### src/rtl/incr_sd_pkg.sv
package incr_sd_pkg;

    typedef enum logic {
        ST_IDLE = 1'b0,
        ST_RUN  = 1'b1
    } seq_state_t;

    // Per-cycle control shared by the loop and the tally
    typedef struct packed {
        logic clr;   // wipe all conversion state
        logic step;  // take one sample this edge
        logic last;  // this edge takes the final sample
    } loop_ctl_t;

    // Quantizer decision: a non-negative value maps to +1 (bit 1)
    function automatic logic sign_bit(input logic msb);
        return ~msb;
    endfunction

endpackage

### src/rtl/incr_sd_seq.sv
module incr_sd_seq
    import incr_sd_pkg::*;
#(
    parameter int N_CYC = 16
) (
    input  logic      clk,
    input  logic      rst,
    input  logic      start,
    output loop_ctl_t ctl,
    output logic      done
);
    localparam int CW = (N_CYC > 1) ? $clog2(N_CYC) : 1;
    localparam logic [CW-1:0] LAST_IDX = CW'(N_CYC - 1);

    seq_state_t    state;
    logic [CW-1:0] cnt;

    always_comb begin
        ctl.clr  = (state == ST_IDLE) && start;
        ctl.step = (state == ST_RUN);
        ctl.last = (state == ST_RUN) && (cnt == LAST_IDX);
    end

    always_ff @(posedge clk) begin
        if (rst) begin
            state <= ST_IDLE;
            cnt   <= '0;
            done  <= 1'b0;
        end else begin
            done <= ctl.last;
            if (ctl.clr) begin
                state <= ST_RUN;
                cnt   <= '0;
            end else if (ctl.last) begin
                state <= ST_IDLE;
                cnt   <= '0;
            end else if (ctl.step) begin
                cnt <= cnt + CW'(1);
            end
        end
    end


    done_pulse_chk: assert property (@(posedge clk) disable iff (rst)
        done |=> !done);


    start_ignored_chk: assert property (@(posedge clk) disable iff (rst)
        (state == ST_RUN && start) |=> (state == ST_IDLE || cnt == $past(cnt) + CW'(1)));

endmodule

### src/rtl/incr_sd_loop.sv
module incr_sd_loop
    import incr_sd_pkg::*;
#(
    parameter int IN_W = 8
) (
    input  logic                   clk,
    input  logic                   rst,
    input  loop_ctl_t              ctl,
    input  logic signed [IN_W-1:0] x_in,
    output logic                   q_now,
    output logic                   bit_out
);
    localparam int IW = IN_W + 2;              // input + full scale + guard
    localparam int FS = 1 << (IN_W - 1);
    localparam logic signed [IW:0] FS_POS = (IW+1)'(FS);
    localparam logic signed [IW:0] FS_NEG = -FS_POS;
    localparam logic signed [IW:0] LIM_LO = -(IW+1)'(2 * FS);
    localparam logic signed [IW:0] LIM_HI = (IW+1)'(2 * FS - 1);

    logic signed [IW-1:0] integ;
    logic                 fb_on;      // feedback memory valid
    logic signed [IW:0]   fb_val;
    logic signed [IW:0]   x_wide;
    logic signed [IW:0]   sum_w;

    always_comb begin
        x_wide = {{3{x_in[IN_W-1]}}, x_in};
        fb_val = fb_on ? (bit_out ? FS_POS : FS_NEG) : '0;
        sum_w  = {integ[IW-1], integ} + x_wide - fb_val;
        q_now  = sign_bit(sum_w[IW]);
    end

    always_ff @(posedge clk) begin
        if (rst || ctl.clr) begin
            integ   <= '0;
            fb_on   <= 1'b0;
            bit_out <= 1'b0;
        end else if (ctl.step) begin
            integ   <= sum_w[IW-1:0];
            fb_on   <= 1'b1;
            bit_out <= q_now;
        end
    end


    no_overflow_chk: assert property (@(posedge clk) disable iff (rst)
        ctl.step |-> (sum_w >= LIM_LO && sum_w <= LIM_HI));

endmodule

### src/rtl/incr_sd_tally.sv
module incr_sd_tally
    import incr_sd_pkg::*;
#(
    parameter int N_CYC = 16,
    parameter int RW    = $clog2(N_CYC + 1) + 1
) (
    input  logic                 clk,
    input  logic                 rst,
    input  loop_ctl_t            ctl,
    input  logic                 q_now,
    output logic signed [RW-1:0] result
);
    localparam logic signed [RW-1:0] CAP = RW'(N_CYC);

    logic signed [RW-1:0] acc;
    logic signed [RW-1:0] acc_nxt;

    always_comb begin
        acc_nxt = q_now ? acc + RW'(1) : acc - RW'(1);
    end

    always_ff @(posedge clk) begin
        if (rst) begin
            acc    <= '0;
            result <= '0;
        end else if (ctl.clr) begin
            acc <= '0;
        end else if (ctl.step) begin
            acc <= acc_nxt;
            if (ctl.last) begin
                result <= acc_nxt;
            end
        end
    end


    acc_range_chk: assert property (@(posedge clk) disable iff (rst)
        (acc >= -CAP && acc <= CAP));

endmodule

### src/rtl/incr_sd_mod.sv
module incr_sd_mod
    import incr_sd_pkg::*;
#(
    parameter int  IN_W  = 8,
    parameter int  N_CYC = 16,
    localparam int RW    = $clog2(N_CYC + 1) + 1
) (
    input  logic            clk,
    input  logic            rst,
    input  logic            start,
    input  logic [IN_W-1:0] x_in,
    output logic            bit_out,
    output logic [RW-1:0]   result,
    output logic            done
);
    loop_ctl_t            ctl;
    logic                 q_now;
    logic signed [RW-1:0] res_s;

    incr_sd_seq #(.N_CYC(N_CYC)) u_seq (
        .clk   (clk),
        .rst   (rst),
        .start (start),
        .ctl   (ctl),
        .done  (done)
    );

    incr_sd_loop #(.IN_W(IN_W)) u_loop (
        .clk     (clk),
        .rst     (rst),
        .ctl     (ctl),
        .x_in    ($signed(x_in)),
        .q_now   (q_now),
        .bit_out (bit_out)
    );

    incr_sd_tally #(.N_CYC(N_CYC), .RW(RW)) u_tally (
        .clk    (clk),
        .rst    (rst),
        .ctl    (ctl),
        .q_now  (q_now),
        .result (res_s)
    );

    assign result = res_s;


    result_hold_chk: assert property (@(posedge clk) disable iff (rst)
        !$stable(result) |-> done);

endmodule

### config.mk
export PLATFORM = sky130hd
export DESIGN_NAME = incr_sd_mod
export DESIGN_NICKNAME = d
export VERILOG_FILES = /design/src/rtl/incr_sd_pkg.sv /design/src/rtl/incr_sd_seq.sv /design/src/rtl/incr_sd_loop.sv /design/src/rtl/incr_sd_tally.sv /design/src/rtl/incr_sd_mod.sv
export SDC_FILE = /design/constraint.sdc
export NUM_CORES = 1
export LEC_CHECK = 0
export BUFFER_PORTS_ARGS = -buffer_cell sky130_fd_sc_hd__buf_4
export CORE_ASPECT_RATIO = 1.1
export CORE_MARGIN = 2
export CORE_UTILIZATION = 50
export DETAILED_ROUTE_END_ITERATION = 6
export PLACE_DENSITY = 0.83
export SLEW_MARGIN = 20
export SYNTH_ARGS = -nofsm -noshare
export SYNTH_HDL_FRONTEND = slang
export SYNTH_HIERARCHICAL = 1
export SYNTH_SLANG_ARGS = --single-unit
### constraint.sdc
create_clock -name clk -period 3.25 [get_ports clk]
set_input_delay 0.1625 -clock clk [delete_from_list [all_inputs] [get_ports clk]]
set_output_delay 0.1625 -clock clk [all_outputs]
set_load 0.02 [all_outputs]
==> summary.md <==
| Metric | Value |
|---|---|
| Startpoint class of the critical path | `register` |
| Synth Instances | `232` |
| Chip width | `64.91 um` |
| Seq/Total Area, Yosys | `29.43%` |
| CP Max Fanout | `5` |
| Yosys top cell area share | `29.43%` |
| Synthesized flop and latch total | `30` |
| Core footprint | `approximately 0.004 mm2` |
| Final Util | `68.99%` |
| Largest family of logic cells by synthesized area | `simple AND/OR/NAND/NOR gates` |
| Hold Vio Cnt, Final | `0` |
| Post-layout min period | `between 3000 and 4000 ps` |
| DP HPWL | `3.023 mm` |
| Final Max Tran Viols | `0` |
| DIE AREA | `0.004609 mm2` |
| Synth Area in Adders | `between 10% and 20%` |
| Slew headroom | `67.54%` |
| Gr ovfl total | `0` |
| Max incr delay on CP | `510 ps` |
| DR iter-0 viols | `79` |
| I/O Buffers | `18` |
| Slowest cell on the critical path | `fa_1` |
| Share of cells above drive strength 1 | `36.40%` |
| Ys Warns | `6` |
| Vias in the first global route | `1634` |
| Power Dens Cells | `641.6 mW/mm2` |
| Synth Area in Simple Gates | `around 20%` |
| Later-pin clock latency in the skew report | `290 ps` |
| Kind of critical path | `register to register` |
| Failing checks | `setup timing` |
| Total power | `1741 uW` |
| First drt pass iteration count | `4` |
| Antenna violations before repair | `0` |
| FMAX | `294.7 MHz` |
| Largest net degree at the start of global routing | `21` |
| Mux share of post-synthesis cell area | `4.905%` |
| Most frequent cells in the layout | `buf_4, inv_1, nor2_1, dfxtp_1, ha_1` |
| Most common cell after layout, fill and taps aside | `buf_4` |
| Xor/xnor share of the synthesized area | `5.579%` |
| CTS H-tree depth | `2` |
| Hold slack | `156.1 ps` |
| Global-route wire length before repair | `7.065 mm` |
| Cts bufs inserted | `5` |
| Layout fillers | `around 300` |
| Top delay family on crit path | `adder cells` |
| GP Congestion | `0.9211` |
| CTS tree | `yes` |
| Tot GR Track Use | `19.73%` |
| Root Driver | `clkbuf_8` |
| Type of the most critical hold path | `input port to register` |
| Status | `finished, violations left` |
| Netlist cell types | `50` |
| Worst slew pin tran | `485.5 ps` |
| Fin Clk Skew | `8.345 ps` |
| Worst VDD drop | `424.9 uV` |
| Final Cycle Share | `104.4%` |
| Data arrival, critical path | `between 3000 and 4000 ps` |
| Post-synth ARST share | `0%` |
| LEAKAGE | `~0.0012 uW` |
| Worst Setup End Kind | `register` |
| Mapped Area | `between 0.002 and 0.0025 mm2` |
| Vias per inst | `a little over 5` |
| Ys flop type | `dfxtp_1` |
| Syn avg cell area | `8.796 um2` |
| Max_cap viols | `0` |
| RSZ-0062 raised after global routing | `true` |
| Starting density of the core | `51.88%` |
| Reg clk slew, reported paths | `70 ps` |
| Largest cells by area after synthesis | `dfxtp_1, ha_1, inv_1, nor2_1, mux2i_1` |
| ANT nets after route | `0` |
| IO Pins | `19` |
| Critical Path, Cell by Cell | `nor2b_4 -> fa_1 -> inv_2 -> ha_4 -> and3_4 -> nand2_2 -> a21oi_4 -> o21a_1 -> nor2_4 -> clkinv_4 -> ha_1 -> a21oi_2 -> o2111a_2 -> nor3_4 -> nor4b_2 -> a221o_1` |
| Antenna Cells | `0` |
| Maximum clock path buffer count | `2` |
| Clock Sinks | `30` |
| Final worst slack | `-143.5 ps` |
| Buf/Inv on CP | `2` |
| CP required | `3420 ps` |
| Row cnt | `24` |
| Drc violations | `0` |
| Routed via count | `1654` |
| Final setup fails | `4` |
| Post-Syn Nets | `268` |
| Synth area leader | `dfxtp_1` |
| Die Ht | `roughly 71 um` |
| CTS hold repair buffers | `0` |
| Number of synthesized flops with an enable pin | `0` |
| NumNets Final | `307` |
| WL/cell | `around 13 um` |
| Total routed wirelength | `around 4.3 mm` |
| Area growth, synth to finish | `32.99%` |
| Post-synthesis compound-gate area fraction | `between 10 and 15%` |
through the flow:
step / setup TNS, ps / cell area (um2) / worst slack, ps / instances
4_1_cts: -104.7 / 2635 / -56.65 / 323
5_1_grt: -962.7 / 2714 / -284.6 / 324
3_3_place_gp: 0 / 2441 / 10.43 / 309
2_1_floorplan: 0 / 2170 / 37.30 / 232
6_report: -312.6 / 2714 / -143.5 / 324
3_5_place_dp: -94.76 / 2441 / -93.79 / 309
cell families (layout without fill, tap and decap cells):
kind of cell | Yosys count | after routing
buffers and inverters | 44 | 84
xor gates and xnor gates | 13 | 13
adders and majority gates | 25 | 25
muxes | 10 | 10
AOI/OAI and AO/OA | 38 | 38
DFF | 30 | 30
and+or+nand+nor | 72 | 72
path summary, 6_finish.rpt:
path / start / endpoint / slack [ps] / cells after the start
setup / recovery: u_loop/fb_on / u_tally/result[5] / -140 / 16
hold / removal: start / u_seq/state / 160 / 3
setup reg to reg: u_loop/fb_on / u_tally/result[5] / -140 / 16
hold reg to reg: u_loop/integ[7] / u_loop/integ[7] / 450 / 2
metal layers:
layer  share of wire [%]  GRT usage, %  vias up
li1                    -             -      854
met1                  43         21.87      771
met2                  53         36.43       23
met3                 3.2         4.928        6
met4                 1.1         6.383        0
met5                   0             0        -
cells in the mapped netlist (3+ instances only):
cell type  instances
dfxtp_1           30
mux2i_1           10
xor2_1             5
nor3_1             5
nor2_1            28
clkbuf_1           3
nor2b_1            4
xnor2_1            8
a211oi_1           3
fa_1               4
ha_1              21
buf_2              3
nand3b_1           4
a21oi_1           12
a21o_1             4
nand2_1            9
inv_1             36
where the power goes:
part           switching [uW]  total, uW  internal, uW  leakage, uW
combinational             484       1010           522     0.000914
clock                     143        313           171    0.0000482
sequential               25.8        422           396     0.000246
final cells by class:
| cell class | instances | area, um2 | area share [%] |
|---|---|---|---|
| inverter | 36 | 140.1 | 5.164 |
| timing repair buffer | 40 | 304.0 | 11.20 |
| clock buffer | 7 | 86.33 | 3.181 |
| clock inverter | 1 | 5.005 | 0.1844 |
| multi-input combinational | 158 | 1505 | 55.46 |
| tap | 52 | 65.06 | 2.397 |
| sequential | 30 | 608.1 | 22.41 |
registers in the layout, summed over array words and instances (netlist names):
name,flops
u_loop/bit_out,1
u_loop/fb_on,1
u_loop/integ,10
u_seq/cnt,4
u_seq/done,1
u_seq/state,1
u_tally/acc,6
u_tally/result,6
tightest hold or removal path, delay by kind of cell:
family	cells	cell delay, ps
buffers and inverters	1	90
AND/OR/NAND/NOR	2	150
repair_timing:
item | 4_1_cts | 5_1_grt
pin swaps | 8 | 29
buffers inserted | 6 | 2
endpoints found under the setup margin | 2 | 6
resized for setup | 14 | 18
Power figures use the tool's default switching activity.
